===== src/rtl/dbf_pkg.sv =====
package dbf_pkg;
  typedef enum logic [1:0] {
    MODE_PASS   = 2'd0,
    MODE_NORMAL = 2'd1,
    MODE_STRONG = 2'd2
  } filt_mode_e;
endpackage


===== src/rtl/dbf_gate.sv =====
module dbf_gate
  import dbf_pkg::*;
#(
  parameter int PIX_W = 8
) (
  input  logic [2:0][PIX_W-1:0] p_i,
  input  logic [2:0][PIX_W-1:0] q_i,
  input  logic [PIX_W-1:0]      alpha_i,
  input  logic [PIX_W-1:0]      beta_i,
  input  logic [2:0]            bs_i,
  input  logic                  chroma_i,
  output filt_mode_e            mode_o,
  output logic                  grad_p_o,
  output logic                  grad_q_o,
  output logic                  strong_p_o,
  output logic                  strong_q_o
);
  function automatic logic [PIX_W-1:0] adiff(input logic [PIX_W-1:0] a, input logic [PIX_W-1:0] b);
    return (a > b) ? a - b : b - a;
  endfunction

  logic [PIX_W-1:0] d_pq, d_p10, d_q10, d_p20, d_q20;
  logic [PIX_W:0]   near_thr;
  logic             edge_ok, near;

  assign d_pq  = adiff(p_i[0], q_i[0]);
  assign d_p10 = adiff(p_i[1], p_i[0]);
  assign d_q10 = adiff(q_i[1], q_i[0]);
  assign d_p20 = adiff(p_i[2], p_i[0]);
  assign d_q20 = adiff(q_i[2], q_i[0]);

  assign near_thr = (PIX_W+1)'(alpha_i >> 2) + (PIX_W+1)'(2);
  assign near     = {1'b0, d_pq} < near_thr;
  assign edge_ok  = (d_pq < alpha_i) && (d_p10 < beta_i) && (d_q10 < beta_i);

  assign grad_p_o   = d_p20 < beta_i;
  assign grad_q_o   = d_q20 < beta_i;
  assign strong_p_o = !chroma_i && near && grad_p_o;
  assign strong_q_o = !chroma_i && near && grad_q_o;

  always_comb begin
    if (bs_i == 3'd0 || !edge_ok) mode_o = MODE_PASS;
    else if (bs_i >= 3'd4)        mode_o = MODE_STRONG;
    else                          mode_o = MODE_NORMAL;
  end
endmodule


===== src/rtl/dbf_normal.sv =====
module dbf_normal #(
  parameter int PIX_W = 8,
  parameter int TC_W  = 5
) (
  input  logic [2:0][PIX_W-1:0] p_i,
  input  logic [2:0][PIX_W-1:0] q_i,
  input  logic [TC_W-1:0]       tc0_i,
  input  logic                  chroma_i,
  input  logic                  grad_p_i,
  input  logic                  grad_q_i,
  output logic [1:0][PIX_W-1:0] p_o,
  output logic [1:0][PIX_W-1:0] q_o
);
  localparam int SW = PIX_W + 4;

  function automatic logic signed [SW-1:0] clip3(input logic signed [SW-1:0] lo,
                                                 input logic signed [SW-1:0] hi,
                                                 input logic signed [SW-1:0] v);
    return (v < lo) ? lo : ((v > hi) ? hi : v);
  endfunction

  logic signed [SW-1:0] sp0, sp1, sp2, sq0, sq1, sq2;
  logic signed [SW-1:0] tc, tcs, pix_max, raw, delta, avg;
  logic signed [SW-1:0] np0, nq0, tp, tq, np1, nq1;

  assign sp0 = $signed(SW'(p_i[0]));
  assign sp1 = $signed(SW'(p_i[1]));
  assign sp2 = $signed(SW'(p_i[2]));
  assign sq0 = $signed(SW'(q_i[0]));
  assign sq1 = $signed(SW'(q_i[1]));
  assign sq2 = $signed(SW'(q_i[2]));

  assign pix_max = $signed(SW'({PIX_W{1'b1}}));
  assign tcs     = $signed(SW'(tc0_i));
  assign tc      = tcs + $signed(SW'(chroma_i ? 2'd1 : 2'(grad_p_i) + 2'(grad_q_i)));

  assign raw   = ((sq0 - sp0) <<< 2) + (sp1 - sq1) + SW'(4);
  assign delta = clip3(-tc, tc, raw >>> 3);
  assign np0   = clip3('0, pix_max, sp0 + delta);
  assign nq0   = clip3('0, pix_max, sq0 - delta);

  assign avg = (sp0 + sq0 + SW'(1)) >>> 1;
  assign tp  = (sp2 + avg - (sp1 <<< 1)) >>> 1;
  assign tq  = (sq2 + avg - (sq1 <<< 1)) >>> 1;
  assign np1 = sp1 + clip3(-tcs, tcs, tp);
  assign nq1 = sq1 + clip3(-tcs, tcs, tq);

  assign p_o[0] = np0[PIX_W-1:0];
  assign q_o[0] = nq0[PIX_W-1:0];
  assign p_o[1] = (!chroma_i && grad_p_i) ? np1[PIX_W-1:0] : p_i[1];
  assign q_o[1] = (!chroma_i && grad_q_i) ? nq1[PIX_W-1:0] : q_i[1];
endmodule


===== src/rtl/dbf_strong_side.sv =====
module dbf_strong_side #(
  parameter int PIX_W = 8
) (
  input  logic [3:0][PIX_W-1:0] x_i,
  input  logic [PIX_W-1:0]      y0_i,
  input  logic [PIX_W-1:0]      y1_i,
  input  logic                  strong_i,
  output logic [2:0][PIX_W-1:0] n_o
);
  localparam int UW = PIX_W + 4;

  logic [UW-1:0] x0, x1, x2, x3, y0, y1;
  logic [UW-1:0] s0, s1, s2, w0;

  assign x0 = UW'(x_i[0]);
  assign x1 = UW'(x_i[1]);
  assign x2 = UW'(x_i[2]);
  assign x3 = UW'(x_i[3]);
  assign y0 = UW'(y0_i);
  assign y1 = UW'(y1_i);

  assign s0 = x2 + (x1 << 1) + (x0 << 1) + (y0 << 1) + y1 + UW'(4);
  assign s1 = x2 + x1 + x0 + y0 + UW'(2);
  assign s2 = (x3 << 1) + x2 + (x2 << 1) + x1 + x0 + y0 + UW'(4);
  assign w0 = (x1 << 1) + x0 + y1 + UW'(2);

  assign n_o[0] = strong_i ? s0[PIX_W+2:3] : w0[PIX_W+1:2];
  assign n_o[1] = strong_i ? s1[PIX_W+1:2] : x_i[1];
  assign n_o[2] = strong_i ? s2[PIX_W+2:3] : x_i[2];
endmodule


===== src/rtl/dbf_edge_line.sv =====
module dbf_edge_line
  import dbf_pkg::*;
#(
  parameter int PIX_W = 8,
  parameter int TC_W  = 5
) (
  input  logic                 clk_i,
  input  logic                 rst_ni,
  input  logic                 valid_i,
  input  logic [2:0]           bs_i,
  input  logic                 chroma_i,
  input  logic [PIX_W-1:0]     alpha_i,
  input  logic [PIX_W-1:0]     beta_i,
  input  logic [TC_W-1:0]      tc0_i,
  input  logic [4*PIX_W-1:0]   p_i,
  input  logic [4*PIX_W-1:0]   q_i,
  output logic                 valid_o,
  output logic [4*PIX_W-1:0]   p_o,
  output logic [4*PIX_W-1:0]   q_o
);
  localparam int SIDES = 2;

  logic [3:0][PIX_W-1:0] p_in, q_in;
  assign p_in = p_i;
  assign q_in = q_i;

  filt_mode_e mode_d;
  logic       grad_p_d, grad_q_d, strong_p_d, strong_q_d;

  dbf_gate #(.PIX_W(PIX_W)) u_gate (
    .p_i       (p_in[2:0]),
    .q_i       (q_in[2:0]),
    .alpha_i   (alpha_i),
    .beta_i    (beta_i),
    .bs_i      (bs_i),
    .chroma_i  (chroma_i),
    .mode_o    (mode_d),
    .grad_p_o  (grad_p_d),
    .grad_q_o  (grad_q_d),
    .strong_p_o(strong_p_d),
    .strong_q_o(strong_q_d)
  );

  // stage 1: decision plus line
  logic                              s1_valid, s1_chroma;
  filt_mode_e                        s1_mode;
  logic [SIDES-1:0]                  s1_grad, s1_strong;
  logic [TC_W-1:0]                   s1_tc0;
  logic [SIDES-1:0][3:0][PIX_W-1:0]  s1_side;

  always_ff @(posedge clk_i or negedge rst_ni) begin
    if (!rst_ni) begin
      s1_valid  <= 1'b0;
      s1_chroma <= 1'b0;
      s1_mode   <= MODE_PASS;
      s1_grad   <= '0;
      s1_strong <= '0;
      s1_tc0    <= '0;
      s1_side   <= '0;
    end else begin
      s1_valid <= valid_i;
      if (valid_i) begin
        s1_chroma <= chroma_i;
        s1_mode   <= mode_d;
        s1_grad   <= {grad_q_d, grad_p_d};
        s1_strong <= {strong_q_d, strong_p_d};
        s1_tc0    <= tc0_i;
        s1_side   <= {q_in, p_in};
      end
    end
  end

  // stage 2: filters
  logic [1:0][PIX_W-1:0] nrm_p, nrm_q;
  logic [SIDES-1:0][1:0][PIX_W-1:0] nrm_side;

  dbf_normal #(.PIX_W(PIX_W), .TC_W(TC_W)) u_normal (
    .p_i     (s1_side[0][2:0]),
    .q_i     (s1_side[1][2:0]),
    .tc0_i   (s1_tc0),
    .chroma_i(s1_chroma),
    .grad_p_i(s1_grad[0]),
    .grad_q_i(s1_grad[1]),
    .p_o     (nrm_p),
    .q_o     (nrm_q)
  );
  assign nrm_side[0] = nrm_p;
  assign nrm_side[1] = nrm_q;

  logic [SIDES-1:0][2:0][PIX_W-1:0] str_side;
  logic [SIDES-1:0][3:0][PIX_W-1:0] res_side, out_side;

  for (genvar g = 0; g < SIDES; g++) begin : g_side
    localparam int OPP = SIDES - 1 - g;

    dbf_strong_side #(.PIX_W(PIX_W)) u_strong (
      .x_i     (s1_side[g]),
      .y0_i    (s1_side[OPP][0]),
      .y1_i    (s1_side[OPP][1]),
      .strong_i(s1_strong[g]),
      .n_o     (str_side[g])
    );

    always_comb begin
      res_side[g] = s1_side[g];
      case (s1_mode)
        MODE_NORMAL: res_side[g][1:0] = nrm_side[g];
        MODE_STRONG: res_side[g][2:0] = str_side[g];
        default:     res_side[g]      = s1_side[g];
      endcase
    end
  end

  always_ff @(posedge clk_i or negedge rst_ni) begin
    if (!rst_ni) begin
      valid_o  <= 1'b0;
      out_side <= '0;
    end else begin
      valid_o <= s1_valid;
      if (s1_valid) out_side <= res_side;
    end
  end

  assign p_o = out_side[0];
  assign q_o = out_side[1];
endmodule


===== config.mk =====
export PLATFORM = sky130hd
export DESIGN_NAME = dbf_edge_line
export DESIGN_NICKNAME = d
export VERILOG_FILES = /design/src/rtl/dbf_pkg.sv /design/src/rtl/dbf_gate.sv /design/src/rtl/dbf_normal.sv /design/src/rtl/dbf_strong_side.sv /design/src/rtl/dbf_edge_line.sv
export SDC_FILE = /design/constraint.sdc
export NUM_CORES = 1
export LEC_CHECK = 0
export ABC_AREA = 1
export CAP_MARGIN = 20
export CELL_PAD_IN_SITES_DETAIL_PLACEMENT = 1
export CELL_PAD_IN_SITES_GLOBAL_PLACEMENT = 1
export CORE_MARGIN = 4
export CORE_UTILIZATION = 46
export CTS_CLUSTER_SIZE = 10
export DETAILED_ROUTE_END_ITERATION = 8
export PLACE_DENSITY_LB_ADDON = 0.3
export SYNTH_ARGS = -nofsm -noshare
export SYNTH_HDL_FRONTEND = slang
export SYNTH_SLANG_ARGS = --single-unit

===== constraint.sdc =====
create_clock -name clk_i -period 7.9 [get_ports clk_i]
set_input_delay 1.185 -clock clk_i [delete_from_list [all_inputs] [get_ports clk_i]]
set_output_delay 1.185 -clock clk_i [all_outputs]
set_load 0.05 [all_outputs]

==> results.json <==
{
  "final_antenna_net_count": 0,
  "wl_um": 96500,
  "grt_pass1_vias": 24700,
  "chipWidth_um": 232,
  "grt.overflow.total": 0,
  "synthAdderAreaFrac": 0.345,
  "post-route-worst-setup-slack_ns": 0.495,
  "synth_area_um2": 23200,
  "leakage_nw": 14.1,
  "pre_cts_slack_ns": 0.255,
  "cp_max_fo": 8,
  "fin_skew_ns": 0.0177,
  "fin_tns_setup_ns": 0,
  "layout_common_cells": "nand2_1 (693), inv_1 (553), ha_1 (415), a21oi_1 (269), o21ai_0 (182)",
  "chipHeight_um": 232,
  "dieArea_um2": 54000,
  "switchingPower_mw": 6.50,
  "clkSinkCount": 142,
  "synthesis.nets": 3756,
  "drt-wirelength-per-cell_um": 24.3,
  "status": "finished clean",
  "ys_seq_elements": 142,
  "yosys.cell_types.count": 62,
  "clk_path_buf_depth": 2,
  "synth_top_family_by_area": "adder cells",
  "gp_congestion": 1.00,
  "cpLargestDelayFamily": "simple AND/OR/NAND/NOR gates",
  "cts_buffers": 17,
  "power_mw": 11.0,
  "fin_util": 0.537,
  "antenna_found_initial": 2,
  "grt_pass1_wl_um": 146000,
  "muxShareOfSynthArea": 0.00892,
  "power.density_nw_per_um2": 417,
  "drt-initial-drc-count": 1515,
  "final_area_um2": 26500,
  "final_common_cell": "nand2_1",
  "yosys.area_share.simple": 0.183,
  "drv_cap": 0,
  "min_period_over_period": 0.937,
  "synth_edf_count": 0,
  "groute.usage.overall": 0.358,
  "place_area_um2": 25800,
  "clock_latency_ns": 0.49,
  "finalHoldViolCount": 0,
  "synth_flop_cell": "dfrtp_1",
  "crit_top_cell": "nand2_1",
  "max-vdd-ir-drop_v": 0.000271,
  "io_pins": 157,
  "path_buf_inv": 7,
  "finalSetupViolCount": 0,
  "slew_viol_final": 0,
  "p_int_mw": 4.54,
  "nNetsFinal": 3948,
  "firstDrtPassIters": 5,
  "detailroute.via_count": 23000,
  "synthArstFlopShare": 1.00,
  "p_clk_frac": 0.078,
  "synth_compound_area_frac": 0.150,
  "port_buffers": 156,
  "cts-root-buf": "clkbuf_16",
  "seq_area_frac_synth": 0.153,
  "seqPwrFrac": 0.089,
  "grt_max_degree": 99,
  "end_kind": "flop",
  "worstPathArrival_ns": 7.79,
  "crit_type": "flop to flop",
  "cpPeakStageDelay_ns": 0.49,
  "via_per_inst": 5.79,
  "cts_tree": "yes",
  "hpwl_um": 78800,
  "rsz0062_at_grt": "no",
  "cts_hold_buf": 0,
  "startpoint_type": "flop",
  "drc": 0,
  "num_rows": 81,
  "syn_avg_cell_area_um2": 7.45,
  "worstPathRequired_ns": 8.29,
  "yosys_warnings": 0,
  "hp-class": "flop to flop",
  "initial_core_util": 0.469,
  "max_freq_mhz": 135,
  "synthToLayoutAreaGrowth_pct": 14.5,
  "period_needed_ns": 7.40,
  "cts_htree_levels": 4,
  "tightestPinTransition_ns": 1.02,
  "slowest_stage": "fa_1",
  "layout-drive-gt1-share": 0.0537,
  "synth_xor_area_frac": 0.0575,
  "p_sw_frac": 0.589,
  "core_um2": 49400,
  "slew_headroom": 0.321,
  "synthCells": 3109,
  "clk_pin_slew_worst_paths_ns": 0.07,
  "combPwrFrac": 0.833
}
## path summary, 6_finish.rpt
| check | slack [ns] | end | startpoint | depth (start not counted) |
|---|---|---|---|---|
| min in group asynchronous | 0.59 | q_o[15]$_DFFE_PN0P_ | rst_ni | 1 |
| worst min register to register | 0.49 | q_o[26]$_DFFE_PN0P_ | q_o[26]$_DFFE_PN0P_ | 2 |
| worst max-delay path | 0.50 | q_o[15]$_DFFE_PN0P_ | s1_side[2]$_DFFE_PN0P_ | 41 |
| worst min-delay path | 0.49 | q_o[26]$_DFFE_PN0P_ | q_o[26]$_DFFE_PN0P_ | 2 |
| max in group asynchronous | 6.14 | s1_side[6]$_DFFE_PN0P_ | rst_ni | 2 |
| worst max register to register | 0.50 | q_o[15]$_DFFE_PN0P_ | s1_side[2]$_DFFE_PN0P_ | 41 |
## layout make-up
| type | instances | area, µm² |
|---|---|---|
| tap | 664 | 831 |
| sequential | 142 | 3550 |
| multi-input combinational | 2348 | 17300 |
| timing repair buffer | 227 | 2090 |
| clock buffer | 17 | 425 |
| antenna | 1 | 2.50 |
| clock inverter | 15 | 188 |
| inverter | 565 | 2130 |
| fill | 6303 | 22900 |
## through the flow
stage / hold WS (ns) / cells
finish: 0.485 / 3979
global route: 0.514 / 3978
CTS: 0.486 / 3976
detailed placement: 0.465 / 3944
global placement: 0.462 / 3944
floorplan: 0.391 / 3109
## logic make-up after synthesis
logic type	count (synthesis)
and+or+nand+nor	1014
buffers and inverters	619
AOI/OAI and AO/OA	610
adders and majority gates	555
xor gates and xnor gates	150
DFF	142
muxes	19
## worst min-delay path: cells and delay by family, from the launching register on
kind,cells,cell delay [ns]
flip-flops,1,0.35
AND/OR/NAND/NOR,2,0.11
## what timing repair did
action / 4_1_cts / 5_1_grt
buffers inserted: 0 / 2
setup endpoints to repair: 0 / 22
gates resized for setup: 0 / 9
## cells in the mapped netlist, drive strengths merged (2+ instances only)
cell     number  area share
nand3       126       0.029
o311ai        2     0.00076
xnor2        41       0.016
fa          140        0.12
a21o         17      0.0055
mux2i         6      0.0026
a221oi        7      0.0026
nor3         16      0.0042
buf          13      0.0032
o21a          4      0.0013
dfrtp       142        0.15
nand2       704        0.12
o21bai       23      0.0075
xor2        109       0.041
nand4        25      0.0068
nor2        116       0.020
a21oi       273       0.060
nand3b        5      0.0022
o21ai       197       0.043
o2111ai       3      0.0011
a32o          2     0.00086
a211oi        7      0.0023
o31ai         6      0.0022
and2          4      0.0011
o22ai         8      0.0022
clkbuf       41      0.0066
o211ai       30      0.0097
a311oi        2     0.00076
o221ai       12      0.0045
a31oi         7      0.0019
ha          415        0.22
a21boi        3     0.00097
or2          17      0.0046
clkinv        4     0.00065
mux2         13      0.0063
a22oi         3     0.00097
inv         561       0.091
## registers in the layout (all words and copies together), names as in the netlist
| register | cells |
|---|---|
| s1_tc0 | 5 |
| p_o | 32 |
| s1_chroma | 1 |
| s1_side | 48 |
| q_o | 32 |
| s1_grad | 2 |
| s1_valid | 1 |
| res_side | 16 |
| s1_mode | 2 |
| valid_o | 1 |
| s1_strong | 2 |
## per-layer routing
layer | wire length, µm | vias up | share of wire | track usage
li1 | - | 10500 | - | -
met3 | 6380 | 311 | 0.066 | 0.0637
met2 | 43600 | 817 | 0.45 | 0.575
met4 | 6870 | 2 | 0.071 | 0.209
met5 | 13 | - | 0.00013 | 0
met1 | 39700 | 11400 | 0.41 | 0.452
## power groups by stage
stage          registers, mW  clock network [mW]  logic (mW)
3_3_place_gp           0.981                   0        8.56
3_5_place_dp           0.988                   0        8.97
6_report               0.979               0.863        9.20
5_1_grt                0.990               0.903        10.2
2_1_floorplan           1.23                   0        5.92
4_1_cts                0.977               0.875        9.06
(Power assumes the default switching activity.)
